===== config.mk =====
export PLATFORM = sky130hd
export DESIGN_NAME = trap_entry_unit
export DESIGN_NICKNAME = d
export VERILOG_FILES = /design/src/rtl/trap_pkg.sv /design/src/rtl/irq_arbiter.sv /design/src/rtl/trap_router.sv /design/src/rtl/trap_entry_unit.sv
export SDC_FILE = /design/constraint.sdc
export NUM_CORES = 1
export LEC_CHECK = 0
export ABC_CLOCK_PERIOD_IN_PS = 1100
export BUFFER_PORTS_ARGS = -buffer_cell sky130_fd_sc_hd__buf_2
export CAP_MARGIN = 5
export CORE_AREA = 3 3 144 146
export CTS_CLUSTER_SIZE = 14
export DETAILED_ROUTE_END_ITERATION = 16
export DIE_AREA = 0 0 147 149
export PLACE_DENSITY = 0.72
export SLEW_MARGIN = 20
export SYNTH_ARGS = -nofsm -noshare
export SYNTH_HDL_FRONTEND = slang
export SYNTH_HIERARCHICAL = 1
export SYNTH_SLANG_ARGS = --single-unit
export TNS_END_PERCENT = 100

===== constraint.sdc =====
create_clock -name clk -period 1.1 [get_ports clk]
set_input_delay 0.22 -clock clk [delete_from_list [all_inputs] [get_ports clk]]
set_output_delay 0.22 -clock clk [all_outputs]
set_load 0.02 [all_outputs]

===== src/rtl/trap_pkg.sv =====
package trap_pkg;

   typedef enum logic [1:0] {
      PRV_U   = 2'd0,
      PRV_S   = 2'd1,
      PRV_RSV = 2'd2,
      PRV_M   = 2'd3
   } priv_e;

   // Standard interrupt line positions; these are decoded by the CSR file.
   localparam int IRQ_SSI = 1;
   localparam int IRQ_MSI = 3;
   localparam int IRQ_STI = 5;
   localparam int IRQ_MTI = 7;
   localparam int IRQ_SEI = 9;
   localparam int IRQ_MEI = 11;

   // First implementation-specific line.
   localparam int NONSTD_BASE = IRQ_MEI + 1;

   // Standard lines from highest to lowest priority.
   localparam int STD_COUNT = 6;
   localparam int STD_ORDER [STD_COUNT] =
      '{IRQ_MEI, IRQ_MSI, IRQ_MTI, IRQ_SEI, IRQ_SSI, IRQ_STI};

   localparam int          EXC_BREAK      = 3;
   localparam logic [2:0]  DBG_CAUSE_SWBP = 3'd1;

endpackage


===== src/rtl/irq_arbiter.sv =====
module irq_arbiter
   import trap_pkg::*;
#(
   parameter int IRQ_W = 16,
   parameter int IDX_W = 5
)(
   input  logic [IRQ_W-1:0] pend_i,
   input  logic [IRQ_W-1:0] en_i,
   input  logic [IRQ_W-1:0] deleg_i,
   input  logic [1:0]       priv_i,
   input  logic             mie_i,
   input  logic             sie_i,
   input  logic             debug_i,
   output logic             valid_o,
   output logic [IDX_W-1:0] idx_o
);

   logic             m_on, s_on;
   logic [IRQ_W-1:0] live, cand_m, cand_s, cand;
   logic [IRQ_W-1:0] ns_gnt, ns_seen, gnt;

   // Level enables: machine level is open below M or with MIE; supervisor
   // level is open in U, or in S with SIE.
   assign m_on = (priv_i != PRV_M) || mie_i;
   assign s_on = (priv_i == PRV_U) || ((priv_i == PRV_S) && sie_i);

   assign live   = pend_i & en_i;
   assign cand_m = live & ~deleg_i & {IRQ_W{m_on}};
   assign cand_s = live &  deleg_i & {IRQ_W{s_on}};

   always_comb begin
      if (debug_i)
         cand = '0;
      else if (cand_m != '0)
         cand = cand_m;
      else
         cand = cand_s;
   end

   // Lowest-index wins among implementation-specific lines: a ripple of
   // "something below already seen" flags.
   assign ns_gnt [NONSTD_BASE-1:0] = '0;
   assign ns_seen[NONSTD_BASE-1:0] = '0;

   for (genvar b = NONSTD_BASE; b < IRQ_W; b++) begin : g_nonstd
      assign ns_gnt[b]  = cand[b] & ~ns_seen[b-1];
      assign ns_seen[b] = cand[b] |  ns_seen[b-1];
   end

   always_comb begin
      gnt = ns_gnt;
      if (ns_gnt == '0) begin
         for (int k = 0; k < STD_COUNT; k++) begin
            if ((gnt == '0) && cand[STD_ORDER[k]])
               gnt[STD_ORDER[k]] = 1'b1;
         end
      end
   end

   always_comb begin
      idx_o = '0;
      for (int i = 0; i < IRQ_W; i++) begin
         if (gnt[i])
            idx_o = IDX_W'(i);
      end
   end

   assign valid_o = (gnt != '0);

   always_comb begin
      assert_grant_onehot_R5: assert ($onehot0(gnt));
      assert_grant_in_cand_R5: assert ((gnt & ~live) == '0);
      assert_no_irq_in_debug_R4: assert (!(debug_i && valid_o));
   end

endmodule


===== src/rtl/trap_router.sv =====
module trap_router
   import trap_pkg::*;
#(
   parameter int XLEN  = 32,
   parameter int IDX_W = 5
)(
   input  logic             is_irq_i,
   input  logic [IDX_W-1:0] idx_i,
   input  logic [1:0]       priv_i,
   input  logic [XLEN-1:0]  deleg_i,
   input  logic [XLEN-1:0]  mtvec_i,
   input  logic [XLEN-1:0]  stvec_i,
   output logic             to_s_o,
   output logic [XLEN-1:0]  pc_o
);

   logic [XLEN-1:0] tvec, base, offset;

   assign to_s_o = ((priv_i == PRV_U) || (priv_i == PRV_S)) && deleg_i[idx_i];
   assign tvec   = to_s_o ? stvec_i : mtvec_i;
   assign base   = {tvec[XLEN-1:1], 1'b0};
   assign offset = (tvec[0] && is_irq_i) ? XLEN'({idx_i, 2'b00}) : '0;
   assign pc_o   = base + offset;

endmodule


===== src/rtl/trap_entry_unit.sv =====
module trap_entry_unit
   import trap_pkg::*;
#(
   parameter int               XLEN          = 32,
   parameter int               IRQ_W         = 16,
   parameter logic [XLEN-1:0]  DBG_ROM_ENTRY = 'h800,
   parameter logic [XLEN-1:0]  DBG_EXC_VEC   = 'h808,
   localparam int              IDX_W         = $clog2(XLEN)
)(
   input  logic             clk,
   input  logic             rst_n,
   input  logic [IRQ_W-1:0] irq_pend_i,
   input  logic [IRQ_W-1:0] irq_en_i,
   input  logic [IRQ_W-1:0] irq_deleg_i,
   input  logic [XLEN-1:0]  exc_deleg_i,
   input  logic [1:0]       cur_priv_i,
   input  logic [XLEN-1:0]  cur_pc_i,
   input  logic             ms_mie_i,
   input  logic             ms_sie_i,
   input  logic             ms_mpie_i,
   input  logic             ms_spie_i,
   input  logic [1:0]       ms_mpp_i,
   input  logic             ms_spp_i,
   input  logic [XLEN-1:0]  mtvec_i,
   input  logic [XLEN-1:0]  stvec_i,
   input  logic             debug_mode_i,
   input  logic             ebrk_m_i,
   input  logic             ebrk_s_i,
   input  logic             ebrk_u_i,
   input  logic             exc_req_i,
   input  logic [IDX_W-1:0] exc_cause_i,
   input  logic [XLEN-1:0]  exc_tval_i,
   output logic             redirect_o,
   output logic [XLEN-1:0]  redirect_pc_o,
   output logic [1:0]       new_priv_o,
   output logic             m_wr_o,
   output logic             s_wr_o,
   output logic             dbg_wr_o,
   output logic [XLEN-1:0]  cause_o,
   output logic [XLEN-1:0]  epc_o,
   output logic [XLEN-1:0]  tval_o,
   output logic             ms_mie_o,
   output logic             ms_sie_o,
   output logic             ms_mpie_o,
   output logic             ms_spie_o,
   output logic [1:0]       ms_mpp_o,
   output logic             ms_spp_o,
   output logic [1:0]       dbg_prv_o,
   output logic [2:0]       dbg_cause_o
);

   if ((XLEN != 32) && (XLEN != 64)) begin : g_bad_xlen
      $error("trap_entry_unit: XLEN must be 32 or 64");
   end
   if ((IRQ_W <= NONSTD_BASE) || (IRQ_W > XLEN)) begin : g_bad_irq_w
      $error("trap_entry_unit: IRQ_W must exceed the last standard line and fit in XLEN");
   end

   // ---------------- selection ----------------
   logic             irq_valid;
   logic [IDX_W-1:0] irq_idx;

   irq_arbiter #(.IRQ_W(IRQ_W), .IDX_W(IDX_W)) u_arb (
      .pend_i  (irq_pend_i),
      .en_i    (irq_en_i),
      .deleg_i (irq_deleg_i),
      .priv_i  (cur_priv_i),
      .mie_i   (ms_mie_i),
      .sie_i   (ms_sie_i),
      .debug_i (debug_mode_i),
      .valid_o (irq_valid),
      .idx_o   (irq_idx)
   );

   logic [IDX_W-1:0] rt_idx;
   logic [XLEN-1:0]  rt_deleg, rt_pc;
   logic             rt_to_s;

   assign rt_idx   = irq_valid ? irq_idx : exc_cause_i;
   assign rt_deleg = irq_valid ? XLEN'(irq_deleg_i) : exc_deleg_i;

   trap_router #(.XLEN(XLEN), .IDX_W(IDX_W)) u_route (
      .is_irq_i (irq_valid),
      .idx_i    (rt_idx),
      .priv_i   (cur_priv_i),
      .deleg_i  (rt_deleg),
      .mtvec_i  (mtvec_i),
      .stvec_i  (stvec_i),
      .to_s_o   (rt_to_s),
      .pc_o     (rt_pc)
   );

   // ---------------- next-state decision ----------------
   logic is_brk, ebrk_hit;
   assign is_brk   = (exc_cause_i == IDX_W'(EXC_BREAK));
   assign ebrk_hit = ((cur_priv_i == PRV_M) && ebrk_m_i) ||
                     ((cur_priv_i == PRV_S) && ebrk_s_i) ||
                     ((cur_priv_i == PRV_U) && ebrk_u_i);

   logic            n_redirect, n_mw, n_sw, n_dw;
   logic [XLEN-1:0] n_pc, n_cause, n_tval;
   logic [1:0]      n_priv, n_mpp;
   logic            n_mie, n_sie, n_mpie, n_spie, n_spp;

   always_comb begin
      n_redirect = 1'b0;
      n_mw       = 1'b0;
      n_sw       = 1'b0;
      n_dw       = 1'b0;
      n_pc       = '0;
      n_priv     = cur_priv_i;
      n_cause    = '0;
      n_tval     = '0;
      n_mie      = ms_mie_i;
      n_sie      = ms_sie_i;
      n_mpie     = ms_mpie_i;
      n_spie     = ms_spie_i;
      n_mpp      = ms_mpp_i;
      n_spp      = ms_spp_i;
      if (irq_valid || exc_req_i) begin
         n_redirect = 1'b1;
         if (!irq_valid && debug_mode_i) begin
            n_pc = is_brk ? DBG_ROM_ENTRY : DBG_EXC_VEC;
         end else if (!irq_valid && is_brk && ebrk_hit) begin
            n_pc   = DBG_ROM_ENTRY;
            n_priv = PRV_M;
            n_dw   = 1'b1;
         end else begin
            n_pc    = rt_pc;
            n_cause = irq_valid ? {1'b1, {(XLEN-1-IDX_W){1'b0}}, irq_idx}
                                : XLEN'(exc_cause_i);
            n_tval  = irq_valid ? '0 : exc_tval_i;
            if (rt_to_s) begin
               n_sw   = 1'b1;
               n_priv = PRV_S;
               n_spie = ms_sie_i;
               n_spp  = cur_priv_i[0];
               n_sie  = 1'b0;
            end else begin
               n_mw   = 1'b1;
               n_priv = PRV_M;
               n_mpie = ms_mie_i;
               n_mpp  = cur_priv_i;
               n_mie  = 1'b0;
            end
         end
      end
   end

   // ---------------- output registers ----------------
   always_ff @(posedge clk or negedge rst_n) begin
      if (!rst_n) begin
         redirect_o    <= 1'b0;
         m_wr_o        <= 1'b0;
         s_wr_o        <= 1'b0;
         dbg_wr_o      <= 1'b0;
         redirect_pc_o <= '0;
         new_priv_o    <= PRV_M;
         cause_o       <= '0;
         epc_o         <= '0;
         tval_o        <= '0;
         ms_mie_o      <= 1'b0;
         ms_sie_o      <= 1'b0;
         ms_mpie_o     <= 1'b0;
         ms_spie_o     <= 1'b0;
         ms_mpp_o      <= 2'b00;
         ms_spp_o      <= 1'b0;
         dbg_prv_o     <= 2'b00;
         dbg_cause_o   <= 3'd0;
      end else begin
         redirect_o <= n_redirect;
         m_wr_o     <= n_mw;
         s_wr_o     <= n_sw;
         dbg_wr_o   <= n_dw;
         if (n_redirect) begin
            redirect_pc_o <= n_pc;
            new_priv_o    <= n_priv;
         end
         if (n_mw || n_sw) begin
            cause_o   <= n_cause;
            epc_o     <= cur_pc_i;
            tval_o    <= n_tval;
            ms_mie_o  <= n_mie;
            ms_sie_o  <= n_sie;
            ms_mpie_o <= n_mpie;
            ms_spie_o <= n_spie;
            ms_mpp_o  <= n_mpp;
            ms_spp_o  <= n_spp;
         end
         if (n_dw) begin
            epc_o       <= cur_pc_i;
            dbg_prv_o   <= cur_priv_i;
            dbg_cause_o <= DBG_CAUSE_SWBP;
         end
      end
   end

   // ---------------- assertions ----------------
   logic past_ok;
   always_ff @(posedge clk or negedge rst_n) begin
      if (!rst_n) past_ok <= 1'b0;
      else        past_ok <= 1'b1;
   end

   assert_one_target_R7: assert property (@(posedge clk) disable iff (!rst_n)
      $onehot0({m_wr_o, s_wr_o, dbg_wr_o}));

   assert_strobe_has_redirect_R12: assert property (@(posedge clk) disable iff (!rst_n)
      (m_wr_o || s_wr_o || dbg_wr_o) |-> redirect_o);

   assert_idle_quiet_R12: assert property (@(posedge clk) disable iff (!rst_n)
      (past_ok && !$past(exc_req_i) && !$past(irq_valid)) |-> !redirect_o);

   assert_s_entry_from_low_R7: assert property (@(posedge clk) disable iff (!rst_n)
      (past_ok && s_wr_o) |-> ((new_priv_o == PRV_S) && ($past(cur_priv_i) != PRV_M)));

   assert_m_entry_masks_R9: assert property (@(posedge clk) disable iff (!rst_n)
      m_wr_o |-> (!ms_mie_o && (new_priv_o == PRV_M)));

   assert_s_entry_masks_R9: assert property (@(posedge clk) disable iff (!rst_n)
      s_wr_o |-> !ms_sie_o);

   assert_debug_no_write_R10: assert property (@(posedge clk) disable iff (!rst_n)
      (past_ok && $past(debug_mode_i)) |-> !(m_wr_o || s_wr_o || dbg_wr_o));

   assert_target_aligned_R8: assert property (@(posedge clk) disable iff (!rst_n)
      (m_wr_o || s_wr_o) |-> !redirect_pc_o[0]);

endmodule


==> After elaboration in Yosys (flattened, before gate mapping) <==
Index checks and enable logic that the tools add are counted.
{ "op_classes": {"n_bitwise": 14, "mux": 89, "n_eq_ne": 4, "n_reduce_logical": 33, "n_lt_le_gt_ge": 1, "addsub": 1} }
{ "ops": {"columns": ["op", "n"], "rows": [
  ["2-to-1 mux 32 bit", 15],
  ["zero test 16 bit", 6],
  ["AND 16 bit", 5],
  ["2-to-1 mux 1 bit", 51],
  ["adder 32 bit", 1],
  ["2-to-1 mux 16 bit", 2],
  ["nonzero test 16 bit", 2],
  ["2-to-1 mux 4 bit", 7],
  ["2-to-1 mux 2 bit", 9],
  ["NOT 16 bit", 1],
  ["logical AND 1 bit", 15],
  ["logical OR 1 bit", 7],
  ["2-to-1 mux 7 bit", 1],
  ["less-than comparator 5 x 6 -> 1 bit, second input constant", 1],
  ["2-to-1 mux 3 bit", 2],
  ["binary-select mux 1 bit (select 5 bit)", 1],
  ["equality test 5 x 2 -> 1 bit, second input constant", 1],
  ["2-to-1 mux 5 bit", 1],
  ["AND 1 bit", 3],
  ["NOT 1 bit", 3],
  ["equality test 2 x 1 -> 1 bit, second input constant", 1],
  ["equality test 2 bit, second input constant", 1],
  ["zero test 2 bit", 1],
  ["!= test 2 bit, second input constant", 1],
  ["3 further kinds", 4]
]} }
{ "word_totals": {"regBits": 144, "output_inout_bits": 146, "word_cells": 159} }

==> Depth between registers and ports, before layout <==
Gate-level depths: netlist (run 1).
{ "logic_depth": {"depth_word": 53, "mapped_depth": 29} }

==> By module <==
Netlist (run 1), hierarchy kept.
{ "modules_own_cells": {"columns": ["mod", "cells_each", "area_each_um2", "instances"], "rows": [
  ["trap_entry_unit", 392, 5447.7, 1],
  ["trap_router", 234, 1776.7, 1],
  ["irq_arbiter", 80, 575.6, 1]
]} }

==> Least setup slack after synthesis (run 1) <==
Ideal clock, no wire load.
{ "synth_path": {"path_kind": "in2reg", "start": "in irq_deleg_i[13]", "end": "reg redirect_pc_o[28]", "path_slack_ns": -5.066, "setup_ns": 0.121, "t_required_ns": 0.979, "arrival_time_ns": 6.045, "path_buffers": 5, "cell_stages": 29, "cell_sequence": "nand3b_2 o2111ai_2 nor4_4 nand2_2 a2bb2oi_1 nor3b_1 nand2_1 buf_1 buf_2 clkbuf_1 nor2b_1 mux4_2 mux2_2 a221o_1 o311ai_4 buf_4 mux2_2 ha_1 inv_1 fa_1 inv_1 a21oi_1 o21bai_1 a21o_1 clkbuf_1 nand4_1 xor2_1 mux2i_1 a22o_1"} }
{ "synth_between": {"word_cells_on_any_way": 74, "classes_between": "add/sub: 1; mux: 39; bitwise: 13; reduce/logical: 21"} }
{ "synth_lines": {"columns": ["element", "line_no", "text"], "rows": [
  ["from (decl)", "trap_entry_unit.sv:14", "input logic [IRQ_W-1:0] irq_deleg_i,"],
  ["NOT 16 bit", "irq_arbiter.sv:28", "assign cand_m = live & ~deleg_i & {IRQ_W{m_on}};"],
  ["AND 16 bit (2 in a row)", "irq_arbiter.sv:28", null],
  ["nonzero test 16 bit", "irq_arbiter.sv:34", "else if (cand_m != '0)"],
  ["2-to-1 mux 16 bit *", "irq_arbiter.sv:34", null],
  ["2-to-1 mux 16 bit *", "irq_arbiter.sv:32", "if (debug_i)"],
  ["bitwise OR 1 bit (2 in a row)", "irq_arbiter.sv:47", "assign ns_seen[b] = cand[b] | ns_seen[b-1];"],
  ["NOT 1 bit", "irq_arbiter.sv:46", "assign ns_gnt[b] = cand[b] & ~ns_seen[b-1];"],
  ["AND 1 bit", "irq_arbiter.sv:46", null],
  ["[... 25 more ...]", null, null],
  ["net irq_valid", "trap_entry_unit.sv:60", "logic irq_valid;"],
  ["[... 1 more ...]", null, null],
  ["net rt_deleg[27]", "trap_entry_unit.sv:76", "logic [XLEN-1:0] rt_deleg, rt_pc;"],
  ["[... 3 more ...]", null, null],
  ["2-to-1 mux 32 bit *", "trap_router.sv:20", "assign tvec = to_s_o ? stvec_i : mtvec_i;"],
  ["logical AND 1 bit", "trap_router.sv:22", "assign offset = (tvec[0] && is_irq_i) ? XLEN'({idx_i, 2'b00}) : '0;"],
  ["2-to-1 mux 7 bit", "trap_router.sv:22", null],
  ["adder 32 bit *", "trap_router.sv:23", "assign pc_o = base + offset;"],
  ["net rt_pc[28]", "trap_entry_unit.sv:76", null],
  ["2-to-1 mux 32 bit *", "trap_entry_unit.sv:124", "end else if (!irq_valid && is_brk && ebrk_hit) begin"],
  ["2-to-1 mux 32 bit *", "trap_entry_unit.sv:122", "if (!irq_valid && debug_mode_i) begin"],
  ["2-to-1 mux 32 bit *", "trap_entry_unit.sv:120", "if (irq_valid || exc_req_i) begin"],
  ["to (signal assigned)", "trap_entry_unit.sv:176", "redirect_pc_o <= n_pc;"],
  ["to (decl)", "trap_entry_unit.sv:34", "output logic [XLEN-1:0] redirect_pc_o,"]
]} }
The timed path passes the listed nets; every way through them passes the cells marked *. The select of a mux whose other input is x is not followed.
A chain may end at the register's enable or synchronous reset.

==> Final worst setup path (run 1) <==
{ "layout_path": {"start": "in irq_en_i[10]", "end": "reg redirect_pc_o[16]"} }
{ "layout_between": {"elab_chain_len": 53, "word_cells_on_any_way": 72, "classes_between": "add/sub: 1; mux: 39; bitwise: 11; reduce/logical: 21"} }
{ "layout_lines": {"columns": ["element", "line_no", "text"], "rows": [
  ["from (decl)", "trap_entry_unit.sv:13", "input logic [IRQ_W-1:0] irq_en_i,"],
  ["AND 16 bit *", "irq_arbiter.sv:27", "assign live = pend_i & en_i;"],
  ["AND 16 bit * (2 in a row)", "irq_arbiter.sv:28", null],
  ["nonzero test 16 bit *", "irq_arbiter.sv:34", null],
  ["2-to-1 mux 16 bit *", "irq_arbiter.sv:34", null],
  ["2-to-1 mux 16 bit *", "irq_arbiter.sv:32", null],
  ["bitwise OR 1 bit (2 in a row)", "irq_arbiter.sv:47", null],
  ["NOT 1 bit", "irq_arbiter.sv:46", null],
  ["AND 1 bit", "irq_arbiter.sv:46", null],
  ["[... 32 more ...]", null, null],
  ["net irq_idx[0]", "trap_entry_unit.sv:61", "logic [IDX_W-1:0] irq_idx;"],
  ["[... 1 more ...]", null, null],
  ["net rt_idx[0]", "trap_entry_unit.sv:75", "logic [IDX_W-1:0] rt_idx;"],
  ["[... 3 more ...]", null, null],
  ["2-to-1 mux 32 bit", "trap_router.sv:20", null],
  ["logical AND 1 bit", "trap_router.sv:22", null],
  ["2-to-1 mux 7 bit", "trap_router.sv:22", null],
  ["adder 32 bit *", "trap_router.sv:23", null],
  ["net rt_pc[16]", "trap_entry_unit.sv:76", null],
  ["2-to-1 mux 32 bit *", "trap_entry_unit.sv:124", null],
  ["2-to-1 mux 32 bit *", "trap_entry_unit.sv:122", null],
  ["2-to-1 mux 32 bit *", "trap_entry_unit.sv:120", null]
]} }
Marks and branches as above.

==> metrics.md, run 1 <==
| Metric | Value |
|---|---|
| Status | `finished, violations left` |
| Failing checks | `negative setup slack` |
| Wire per inst | `19.9 um` |
| Design area | `14,000 um2` |
| Final WL | `around 31,000 um` |
| Area growth from synthesis to layout | `79.9%` |
| Final Hold Fails | `0` |
| Synth top area cells | `dfrtp_1 37%, mux2_2 9.8%, mux2_4 8.3%` |
| Drt drc | `0` |
| CTS buffer count | `17` |
| Final period util | `5.00` |
| PwrDens | `1680 nW/um2` |
| Yosys top cell area share | `0.372` |
| Reg2reg setup slack | `110 ps` |
| Max-cap violation count | `0` |
| FMAX | `approximately 180 MHz` |
| Clock root cell | `clkbuf_16` |
| Final WS setup | `-4400 ps` |
| Initial core utilization | `0.399` |
| Clock Latency Late Sink | `410 ps` |
| Ys Warns | `6` |
| GPL Wtd Cong | `0.928` |
| Largest net degree at the start of global routing | `39` |
| Total grt overflow | `0` |
| Site Rows | `slightly above 50` |
| Prevailing post-synth register cell | `dfrtp_1` |
| Clock network fraction of total power | `0.250` |
| Mean post-synth cell area | `11.0 um2` |
| Final Non-Filler Cells | `1,581` |
| CTS clk-pin slew, worst paths | `60 ps` |
| Placed instance area | `11,100 um2` |
| Maximum buffer depth of the clock tree | `2` |
| Die X | `147 um` |
| Worst r2r src | `redirect_pc_o[22]` |
| Final setup vio count | `between 200 and 250` |
| Max-slew violations | `0` |
| Vias/cell | `a little over 5` |
| First-pass GRT wire length | `approximately 43,000 um` |
| CTS tree | `built` |
| Core area | `about 20,000 um2` |
| Min-delay worst type | `in2reg` |
| Unrepaired setup endpoints after global routing | `true` |
| Leakage | `6.92 nW` |
| Comb power frac | `0.487` |
| Via count | `8,180` |
| DR pass1 iterations | `5` |
| P_int | `15.3 mW` |
| Worst Path Required | `1400 ps` |
| Yosys cell types | `68` |
| Cells after Synth | `706` |
| Clk_skew | `0 ps` |
| Initial antenna violation count | `2` |
| Fraction of layout cells with a size suffix above 1 | `0.637` |
| Register area share after synthesis | `0.379` |
| CP endpoint | `redirect_pc_o[16]` |
| GR Util All Layers | `0.248` |
| Die footprint | `21,900 um2` |
| Yosys reg bits | `118` |
| Maximum fanout along the worst path | `6` |
| Crit. End Element | `flop` |
| Port bufs | `346` |
| Worst r2r path cells | `3` |
| Final ANT Viol Nets | `0` |
| Sw Ratio | `0.349` |
| Async S/R FF share, synth | `1.00` |
| Fillers | `1,284` |
| Final net count | `1,535` |
| DP HPWL | `between 20,000 and 25,000 um` |
| Sequential Power Share | `0.263` |
| Placed cells | `1,441` |
| Type of the worst setup path | `in2reg` |
| Sw Pwr | `8.22 mW` |
| I/O pin cnt | `375` |
| Number of global-route vias before repair | `7,945` |
| Reg2Reg Capture Point | `redirect_pc_o[22]` |
| Die Y-Extent | `149 um` |
| H-tree levels | `4` |
| Data arrival, critical path | `5810 ps` |
| Pre-CTS setup slack | `-4880 ps` |
| CP startpoint kind | `input port` |
| Synth Cell Area | `7800 um2` |
| Yosys top cell by area | `dfrtp_1` |
| Number of synthesized flops with an enable pin | `0` |
| Fin crit period | `5500 ps` |
| Peak VDD IR | `0.000997 V` |
| Crit. Startpoint | `irq_en_i[10]` |
| DRT iter0 DRCs | `439` |
| Sink Count | `118` |
flip-flops by register name, summed over array words and instances (netlist names):
signal / count
redirect_o: 1
epc_o: 32
redirect_pc_o: 32
ms_spp_o: 1
new_priv_o: 2
ms_mpp_o: 2
ms_mpie_o: 1
dbg_wr_o: 1
dbg_cause_o: 1
m_wr_o: 1
cause_o: 6
s_wr_o: 1
ms_mie_o: 1
dbg_prv_o: 2
tval_o: 32
ms_sie_o: 1
ms_spie_o: 1
placed cells by master (no fill, tap or decap), types with 5 or more instances in the layout:
cell	netlist	layout
a21oi_1	9	5
a22o_1	32	32
a31oi_1	7	6
and2_1	6	5
and3_1	13	12
buf_12	0	22
buf_16	0	9
buf_2	6	219
buf_4	33	214
buf_6	9	139
clkbuf_16	0	21
conb_1	3	30
dfrtp_1	116	116
inv_1	15	10
inv_6	0	6
mux2_2	68	57
mux2_4	43	54
mux2i_1	28	27
mux4_2	7	7
nand2_1	30	25
nand3_1	33	22
nand3_2	0	11
nand3b_1	13	13
nand4_1	16	16
nor2_1	24	21
nor2b_1	53	51
nor3_1	6	5
xnor2_1	12	10
xor2_1	37	36
power groups by stage:
| stage | sequential [mW] | combinational, mW | clock [mW] |
|---|---|---|---|
| 2_1_floorplan | 7.15 | 3.73 | 0 |
| 3_3_place_gp | 5.93 | 7.84 | 0 |
| 3_5_place_dp | 5.95 | 7.95 | 0 |
| 4_1_cts | 5.92 | 9.19 | 5.92 |
| 5_1_grt | 6.29 | 12.0 | 6.16 |
| 6_report | 6.21 | 11.5 | 5.89 |
cells in the mapped netlist, types with 3 or more instances:
master	instances
nor3_1	6
and4_1	3
buf_2	6
mux2i_1	28
buf_4	33
nand3_1	33
clkbuf_1	16
xor2_1	37
nand2_1	30
o21bai_1	4
mux2_4	43
mux2_2	68
xnor2_1	12
o22ai_2	3
a22o_1	32
a31oi_1	7
conb_1	3
a21oi_1	9
dfrtp_1	116
o21ai_0	5
nand4_1	16
nor2_1	24
and3_1	13
nor2b_1	53
mux4_2	7
a21o_1	3
or2_2	3
nand3b_1	13
inv_1	15
buf_6	9
ha_1	5
and2_1	6
worst min path at each step:
stage	end	depth (start not counted)	slack, ps	from
after floorplan	cause_o[0]	0	-80	rst_n
after global placement	epc_o[6]	1	130	rst_n
after detailed placement	epc_o[6]	1	130	rst_n
after CTS	epc_o[3]	2	20	cur_pc_i[3]
after global routing	epc_o[25]	2	20	cur_pc_i[25]
final	epc_o[25]	2	30	cur_pc_i[25]
through the flow:
stage	setup TNS, ps	hold WS (ps)	util	total power, mW
2_1_floorplan	-316820	-75.6	-	10.9
3_3_place_gp	-338260	133	0.567	13.8
3_5_place_dp	-343540	133	0.567	13.9
4_1_cts	-304050	17.4	0.646	21.0
5_1_grt	-342620	23.9	0.718	24.5
6_report	-323600	33.4	0.719	23.6
worst max-delay path, stage by stage:
cell and delay [ps]:
buf_2 90, nand3b_1 160, nand4_4 130, or4_4 580, buf_4 160, o22ai_1 310
nor3b_4 100, a211oi_2 250, mux2_4 260, mux4_2 500, mux2_4 270, a221o_1 350
o311ai_4 80, buf_6 180, buf_12 110, mux2_4 310, ha_4 160, inv_2 50
fa_2 210, inv_2 40, a21oi_2 130, o21bai_2 100, a21o_4 290, buf_12 150
nor2b_2 150, xnor2_1 150, mux2i_1 100, a22o_1 210
layer usage:
layer / GRT usage / up-vias / wire (um) / part of all wire
met5: 0 / - / 0 / 0
met4: 0.0760 / 0 / 746 / 0.024
met3: 0.0495 / 58 / 1880 / 0.060
met2: 0.431 / 399 / 16100 / 0.51
met1: 0.314 / 4034 / 12700 / 0.40
li1: - / 3689 / - / -
final cells by class:
type	count	area, um2	share of cell area
clock buffers	17	425	0.0303
clock inverters	15	181	0.0129
multi-input cells	535	4870	0.347
inverters	16	78.8	0.00562
diodes	3	7.51	0.000535
flip-flops and latches	118	2960	0.211
repair buffers	612	5180	0.369
well taps	265	332	0.0236
kinds of logic after synthesis:
| logic type | after synthesis | share of synthesized area |
|---|---|---|
| compound gates | 86 | 0.0903 |
| mux | 146 | 0.237 |
| flops | 118 | 0.379 |
| fa+ha+maj | 6 | 0.0106 |
| simple gates | 217 | 0.162 |
| xor+xnor | 49 | 0.0550 |
| buf+inv | 81 | 0.0645 |
| other cells | 3 | 0.00144 |
timing repair:
| action | 4_1_cts | 5_1_grt |
|---|---|---|
| hold buffers | 1 | 0 |
| pin swaps | 28 | 33 |
| gates cloned | 13 | 5 |
| buffers inserted | 25 | 62 |
| resized for setup | 90 | 257 |
| endpoints found under the setup margin | 236 | 236 |
| endpoints found under the hold margin | 50 | 0 |
Note: power is estimated with default switching activity, not from simulation.
==> run 2: changes to the inputs <==
ABC_AREA = 1   (was unset)
CORE_AREA = 2 2 147 149   (was 3 3 144 146)
DIE_AREA = 0 0 149 151   (was 0 0 147 149)
PLACE_DENSITY = 0.71   (was 0.72)
==> run 2 against run 1 <==
Compared with the run above:
- power increased by 33%
- the flow still finishes with violations (negative setup slack)
- via count increased by 22%
- global-route usage increased by 1.8 points
- register-to-register slack improved by 230 ps
- die area increased by 2.7%
- combinational power increased by 63%
- sequential power increased by 11%
- flip-flop and latch count unchanged
- cell count increased by 30%
- non-clock buffer count decreased by 35
- highest routed layer unchanged
==> metrics.md, run 2 <==
| Metric | Value |
|---|---|
| PwrDens | `2250 nW/um2 (was 1680 nW/um2)` |
| Leakage | `7.63 nW (was 6.92 nW)` |
| Yosys cell types | `43 (was 68)` |
| Worst hold stages | `3 (was 2)` |
| Most frequent cells after synthesis | `531 x nand2_1, 116 x dfrtp_1, 102 x nand3_1, 95 x inv_1, 83 x nor2_1 (was 116 x dfrtp_1, 68 x mux2_2, 53 x nor2b_1, 43 x mux2_4, 37 x xor2_1)` |
| DP HPWL | `22,500 um (was 20,400 um)` |
| Synth top area cells | `dfrtp_1 35%, nand2_1 24%, nand3_1 6.2% (was dfrtp_1 37%, mux2_2 9.8%, mux2_4 8.3%)` |
| Wire per inst | `15.7 um (was 19.9 um)` |
| Slowest-stage cell, CP | `fa_2 (was or4_4)` |
| DRT iter0 DRCs | `587 (was 439)` |
| FMAX | `210 MHz (was 182 MHz)` |
| Fraction of layout cells with a size suffix above 1 | `0.450 (was 0.637)` |
| Final net count | `2,001 (was 1,535)` |
| Min-delay worst type | `in2reg (unchanged)` |
| Largest regs | `epc_o x32, redirect_pc_o x32, tval_o x32 (unchanged)` |
| Largest net degree at the start of global routing | `58 (was 39)` |
| Final ANT Viol Nets | `0 (unchanged)` |
| Setup tns final | `-262,710 ps (was -323,600 ps)` |
| Drt drc | `0 (unchanged)` |
| Placed instance area | `11,300 um2 (was 11,100 um2)` |
| Yosys reg bits | `118 (unchanged)` |
| CTS tree | `built (unchanged)` |
| Status | `finished, violations left (unchanged)` |
| Crit. End Element | `flop (unchanged)` |
| Die footprint | `22,500 um2 (was 21,900 um2)` |
| Clock root cell | `clkbuf_16 (unchanged)` |
| Final WL | `32,200 um (was 31,400 um)` |
| Number of global-route vias before repair | `9,153 (was 7,945)` |
| Site Rows | `53 (was 51)` |
| Worst Path Required | `1400 ps (about the same)` |
| Tot Pwr | `31.3 mW (was 23.6 mW)` |
| DR pass1 iterations | `5 (unchanged)` |
| Initial core utilization | `0.393 (was 0.399)` |
| Reg2reg setup slack | `340 ps (was 110 ps)` |
| Ys Warns | `6 (unchanged)` |
| Maximum buffer depth of the clock tree | `2 (unchanged)` |
| Max-slew violations | `0 (unchanged)` |
| Prevailing post-synth register cell | `dfrtp_1 (unchanged)` |
| Clk_skew | `0 ps (unchanged)` |
| First-pass GRT wire length | `47,400 um (was 43,100 um)` |
| Cell with the most instances after synthesis | `nand2_1 (was dfrtp_1)` |
| Vias/cell | `4.84 (was 5.17)` |
| Final setup vio count | `236 (unchanged)` |
| GR Util All Layers | `0.267 (was 0.248)` |
| Pre-CTS setup slack | `-4140 ps (was -4880 ps)` |
| Design area | `13,900 um2 (was 14,000 um2)` |
| Final WS setup | `-3670 ps (was -4400 ps)` |
| Failing checks | `negative setup slack (unchanged)` |
| CTS buffer count | `17 (unchanged)` |
| Core area | `20,800 um2 (was 19,500 um2)` |
| Die X | `149 um (was 147 um)` |
| Register area share after synthesis | `0.361 (was 0.379)` |
| CP startpoint kind | `input port (unchanged)` |
| Initial antenna violation count | `1 (was 2)` |
| Die Y-Extent | `151 um (was 149 um)` |
| Clock Latency Late Sink | `410 ps (about the same)` |
| Via count | `9,945 (was 8,180)` |
| Final period util | `4.33 (was 5.00)` |
| Mean post-synth cell area | `6.72 um2 (was 11.0 um2)` |
| Most common cell after layout, fill and taps aside | `nand2_1 (was buf_2)` |
| Most frequent cells in the layout | `494 x nand2_1, 308 x buf_2, 150 x buf_4 (was 219 x buf_2, 214 x buf_4, 139 x buf_6)` |
| Fillers | `1,708 (was 1,284)` |
| Final Hold Fails | `0 (unchanged)` |
| CTS clk-pin slew, worst paths | `60 ps (about the same)` |
| Synth Cell Area | `8180 um2 (was 7800 um2)` |
| Peak VDD IR | `0.00116 V (was 0.000997 V)` |
| Worst r2r path cells | `3 (unchanged)` |
| Reg2Reg Capture Point | `redirect_pc_o[11] (was redirect_pc_o[22])` |
| Area occupied by multi-input gates | `5180 um2 (was 4870 um2)` |
| GR Util met2 | `0.454 (was 0.431)` |
| Fin crit period | `4770 ps (was 5500 ps)` |
| M3 GR Usage | `0.0440 (was 0.0495)` |
| Routing usage on met1 | `0.348 (was 0.314)` |
| Cells after Synth | `1,217 (was 706)` |
| Hold Crit Start | `cur_pc_i[24] (was cur_pc_i[25])` |
| Placed cells | `1,949 (was 1,441)` |
| Number of synthesized flops with an enable pin | `0 (unchanged)` |
| Grt peak-use layer | `met2 (unchanged)` |
| Yosys top cell by area | `dfrtp_1 (unchanged)` |
| Worst hold slack | `15.4 ps (was 33.4 ps)` |
| Type of the worst setup path | `in2reg (unchanged)` |
| Unrepaired setup endpoints after global routing | `true (unchanged)` |
| Max-cap violation count | `0 (unchanged)` |
| Reg area | `2960 um2 (unchanged)` |
| Sink Count | `118 (unchanged)` |
| I/O pin cnt | `375 (unchanged)` |
| Data arrival, critical path | `5070 ps (was 5810 ps)` |
| Maximum fanout along the worst path | `7 (was 6)` |
| Crit-path max cell delay | `340 ps (was 580 ps)` |
| Port bufs | `346 (unchanged)` |
| Final Non-Filler Cells | `2,055 (was 1,581)` |
| H-tree levels | `4 (unchanged)` |
| Final core utilization | `0.669 (was 0.719)` |
| Worst r2r src | `redirect_pc_o[11] (was redirect_pc_o[22])` |
| Async S/R FF share, synth | `1.00 (unchanged)` |
| Yosys top cell area share | `0.355 (was 0.372)` |
| Area growth from synthesis to layout | `70.1% (was 79.9%)` |
| WHS Endpoint | `epc_o[24] (was epc_o[25])` |
| GPL Wtd Cong | `0.999 (was 0.928)` |
| Total grt overflow | `0 (unchanged)` |
[run 2: routing by layer]
layer | wire length, um | vias to the layer above | share of wire
li1 | - | 4878 | -
met1 | 13700 | 4588 | 0.43
met2 | 15600 | 417 | 0.49
met3 | 1990 | 62 | 0.062
met4 | 885 | 0 | 0.027
met5 | 0 | - | 0
[run 2: final cells by class]
class | instances | share of cell area
antenna | 1 | 0.000180
timing repair inverter | 1 | 0.000809
multi-input combinational | 944 | 0.372
clock inverter | 15 | 0.0121
inverter | 107 | 0.0330
sequential | 118 | 0.212
tap | 275 | 0.0247
clock buffer | 17 | 0.0306
timing repair buffer | 577 | 0.314
[run 2: what timing repair did]
action	4_1_cts	5_1_grt
setup buffers	30	23
gates resized for setup	190	115
gates cloned	11	8
hold buffers	13	0
setup endpoints to repair	236	236
pin swaps	51	50
hold endpoints to repair	128	0
[run 2: cells by family (layout without fill, tap and decap cells)]
kind of cell             Yosys count  count (layout)  synth area share
XOR/XNOR                          15              15            0.0161
flip-flops                       118             118             0.361
AO/OA/AOI/OAI                     73              73            0.0527
other                              3              31           0.00138
buffers and inverters            185             717             0.115
AND/OR/NAND/NOR                  817             820             0.444
adder cells (fa/ha/maj)            6               6            0.0101
[run 2: worst max-delay path by stage]
stage,startpoint,end,slack [ps],cells past startpoint
final,irq_deleg_i[10],redirect_pc_o[30],-3670,44
after CTS,ms_mie_i,redirect_pc_o[30],-3500,43
after global placement,irq_pend_i[12],redirect_pc_o[30],-3940,42
after floorplan,ms_mie_i,redirect_pc_o[22],-4000,45
after global routing,ms_mie_i,redirect_pc_o[20],-3940,44
after detailed placement,irq_pend_i[12],redirect_pc_o[30],-4140,42
[run 2: critical path, delay by kind of cell]
family          cells  cell delay (ps)
compound gates      5              780
fa+ha+maj           2              520
simple gates       28             2740
buf+inv             9              790
[run 2: power by group]
group          internal, mW  switching [mW]
clock network          3.39            2.28
logic                  8.29            10.4
registers              5.90            1.01
total                  17.6            13.7
==> run 3: changes to the inputs <==
RECOVER_POWER = 100   (was unset)
==> run 3 against run 2 <==
Compared with the run above:
- the run still ends with negative setup slack left
- via count grew 0.15%
- sequential share of layout area is essentially flat
- hold slack lost 1.8 ps
- sequential power is essentially flat
- first-iteration DRC count grew 1.2%
==> metrics.md, run 3 (synthesized netlist as in run 2, its figures left out) <==
| Metric | Value |
|---|---|
| Final Hold Fails | `0 (unchanged)` |
| Die Y-Extent | `151 um (unchanged)` |
| Total grt overflow | `0 (unchanged)` |
| Largest regs | `epc_o x32, redirect_pc_o x32, tval_o x32 (unchanged)` |
| Most common cell after layout, fill and taps aside | `nand2_1 (unchanged)` |
| Slowest-stage cell, CP | `fa_2 (unchanged)` |
| Tightest Pin Transition | `505 ps` |
| Sink Count | `118 (unchanged)` |
| Crit. End Element | `flop (unchanged)` |
| CTS buffer count | `17 (unchanged)` |
| Fin crit period | `4750 ps (was 4770 ps)` |
| Status | `finished, violations left (unchanged)` |
| CTS clk-pin slew, worst paths | `60 ps (about the same)` |
| Crit path buf inv count | `8 (was 9)` |
| Die X | `149 um (unchanged)` |
| GPL Wtd Cong | `0.999 (unchanged)` |
| Max-cap violation count | `0 (unchanged)` |
| PwrDens | `2250 nW/um2 (about the same)` |
| Crit-path max cell delay | `340 ps (about the same)` |
| Clock Latency Late Sink | `410 ps (about the same)` |
| Final ANT Viol Nets | `0 (unchanged)` |
| Via count | `9,960 (was 9,945)` |
| Worst hold stages | `3 (unchanged)` |
| Type of the worst setup path | `in2reg (unchanged)` |
| Site Rows | `53 (unchanged)` |
| DP HPWL | `22,500 um (unchanged)` |
| Worst hold slack | `13.6 ps (was 15.4 ps)` |
| GR Util met2 | `0.454 (unchanged)` |
| Failing checks | `negative setup slack (unchanged)` |
| Fraction of layout cells with a size suffix above 1 | `0.449 (was 0.450)` |
| I/O pin cnt | `375 (unchanged)` |
| Final setup vio count | `236 (unchanged)` |
| CP Depth | `43 (was 44)` |
| Initial core utilization | `0.393 (unchanged)` |
| Relative slew slack | `0.663` |
| Vias/cell | `4.85 (was 4.84)` |
| Final WS setup | `-3650 ps (was -3670 ps)` |
| Design area | `13,900 um2 (about the same)` |
| Data arrival, critical path | `5060 ps (was 5070 ps)` |
| Port bufs | `346 (unchanged)` |
| Most frequent cells in the layout | `494 x nand2_1, 309 x buf_2, 148 x buf_4 (was 494 x nand2_1, 308 x buf_2, 150 x buf_4)` |
| Drt drc | `0 (unchanged)` |
| Unrepaired setup endpoints after global routing | `true (unchanged)` |
| Clock root cell | `clkbuf_16 (unchanged)` |
| First-pass GRT wire length | `47,400 um (unchanged)` |
| Clk_skew | `0 ps (unchanged)` |
| Area growth from synthesis to layout | `69.8% (was 70.1%)` |
| DR pass1 iterations | `5 (unchanged)` |
| Die footprint | `22,500 um2 (unchanged)` |
| GR Util All Layers | `0.267 (unchanged)` |
| Pre-CTS setup slack | `-4140 ps (unchanged)` |
| Peak VDD IR | `0.00116 V (about the same)` |
| H-tree levels | `4 (unchanged)` |
| Number of global-route vias before repair | `9,153 (unchanged)` |
| Core area | `20,800 um2 (unchanged)` |
| CTS tree | `built (unchanged)` |
| Max-slew violations | `0 (unchanged)` |
| Wire per inst | `15.7 um (about the same)` |
| CP delay by family, top | `simple AND/OR/NAND/NOR gates (unchanged)` |
| CP startpoint kind | `input port (unchanged)` |
| DRT iter0 DRCs | `594 (was 587)` |
| Final net count | `2,001 (unchanged)` |
| Maximum buffer depth of the clock tree | `2 (unchanged)` |
| Largest net degree at the start of global routing | `58 (unchanged)` |
| Initial antenna violation count | `1 (unchanged)` |
| Leakage | `7.61 nW (was 7.63 nW)` |
| Fillers | `1,715 (was 1,708)` |
| FMAX | `210 MHz (about the same)` |
| Worst Path Required | `1400 ps (about the same)` |
| M3 GR Usage | `0.0440 (unchanged)` |
| Final WL | `32,200 um (about the same)` |
| Final period util | `4.32 (was 4.33)` |
| Placed instance area | `11,300 um2 (unchanged)` |
| Grt peak-use layer | `met2 (unchanged)` |
| Routing usage on met1 | `0.348 (unchanged)` |
| Worst r2r path cells | `3 (unchanged)` |
| Min-delay worst type | `in2reg (unchanged)` |
| Maximum fanout along the worst path | `7 (unchanged)` |
-- run 3: cell types whose count changed in the layout (fill, tap and decap cells not counted), sizes merged --
cell	change
buf	-1
clkbuf	+1
-- run 3: final timing paths --
path,endpoint,slack [ps],from
worst max register to register,redirect_pc_o[11],340,redirect_pc_o[11]
worst max-delay path,redirect_pc_o[30],-3650,ms_mie_i
worst min register to register,redirect_pc_o[0],470,redirect_pc_o[0]
min in group asynchronous,epc_o[20],190,rst_n
worst min-delay path,epc_o[24],10,cur_pc_i[24]
max in group asynchronous,tval_o[13],120,rst_n
-- run 3: area by class of cell --
class	count	area (um2)	area share
timing repair inverter	1	11.3	0.000810
clock inverter	15	169	0.0122
clock buffer	17	425	0.0306
antenna	1	2.50	0.000180
sequential	118	2960	0.213
multi-input combinational	944	5180	0.373
timing repair buffer	577	4350	0.313
tap	275	344	0.0248
inverter	107	459	0.0330
-- run 3: power breakdown --
group / internal [mW] / total, mW / switching [mW]
registers: 5.90 / 6.91 / 1.01
logic: 8.28 / 18.7 / 10.4
clock network: 3.39 / 5.68 / 2.29
total: 17.6 / 31.3 / 13.7
-- run 3: per-stage QoR --
stage	power, mW	utilization	TNS [ps]	std cells
final	31.3	0.668	-261980	2055
after global placement	20.7	0.541	-282130	1949
after CTS	29.7	0.634	-236430	2029
after global routing	33.1	0.668	-284230	2055
after floorplan	15.6	-	-232160	1244
after detailed placement	20.8	0.541	-294180	1949
-- run 3: worst register-to-register path, delay by kind of cell, from the launching register on --
family	cells	cell delay, ps
AOI/OAI and AO/OA	1	110
buffers and inverters	1	50
DFF	1	400
and+or+nand+nor	1	110
-- run 3: per-layer routing --
layer | vias to the layer above | share of wire
met2 | 419 | 0.48
met3 | 67 | 0.063
met1 | 4602 | 0.42
met4 | 0 | 0.028
li1 | 4872 | -
met5 | - | 0
-- run 3: what timing repair did --
action / 4_1_cts / 5_1_grt
setup endpoints to repair: 236 / 236
gates resized for setup: 190 / 115
setup buffers: 30 / 23
pin swaps: 51 / 50
hold buffers: 13 / 0
cloned: 11 / 8
hold endpoints to repair: 128 / 0
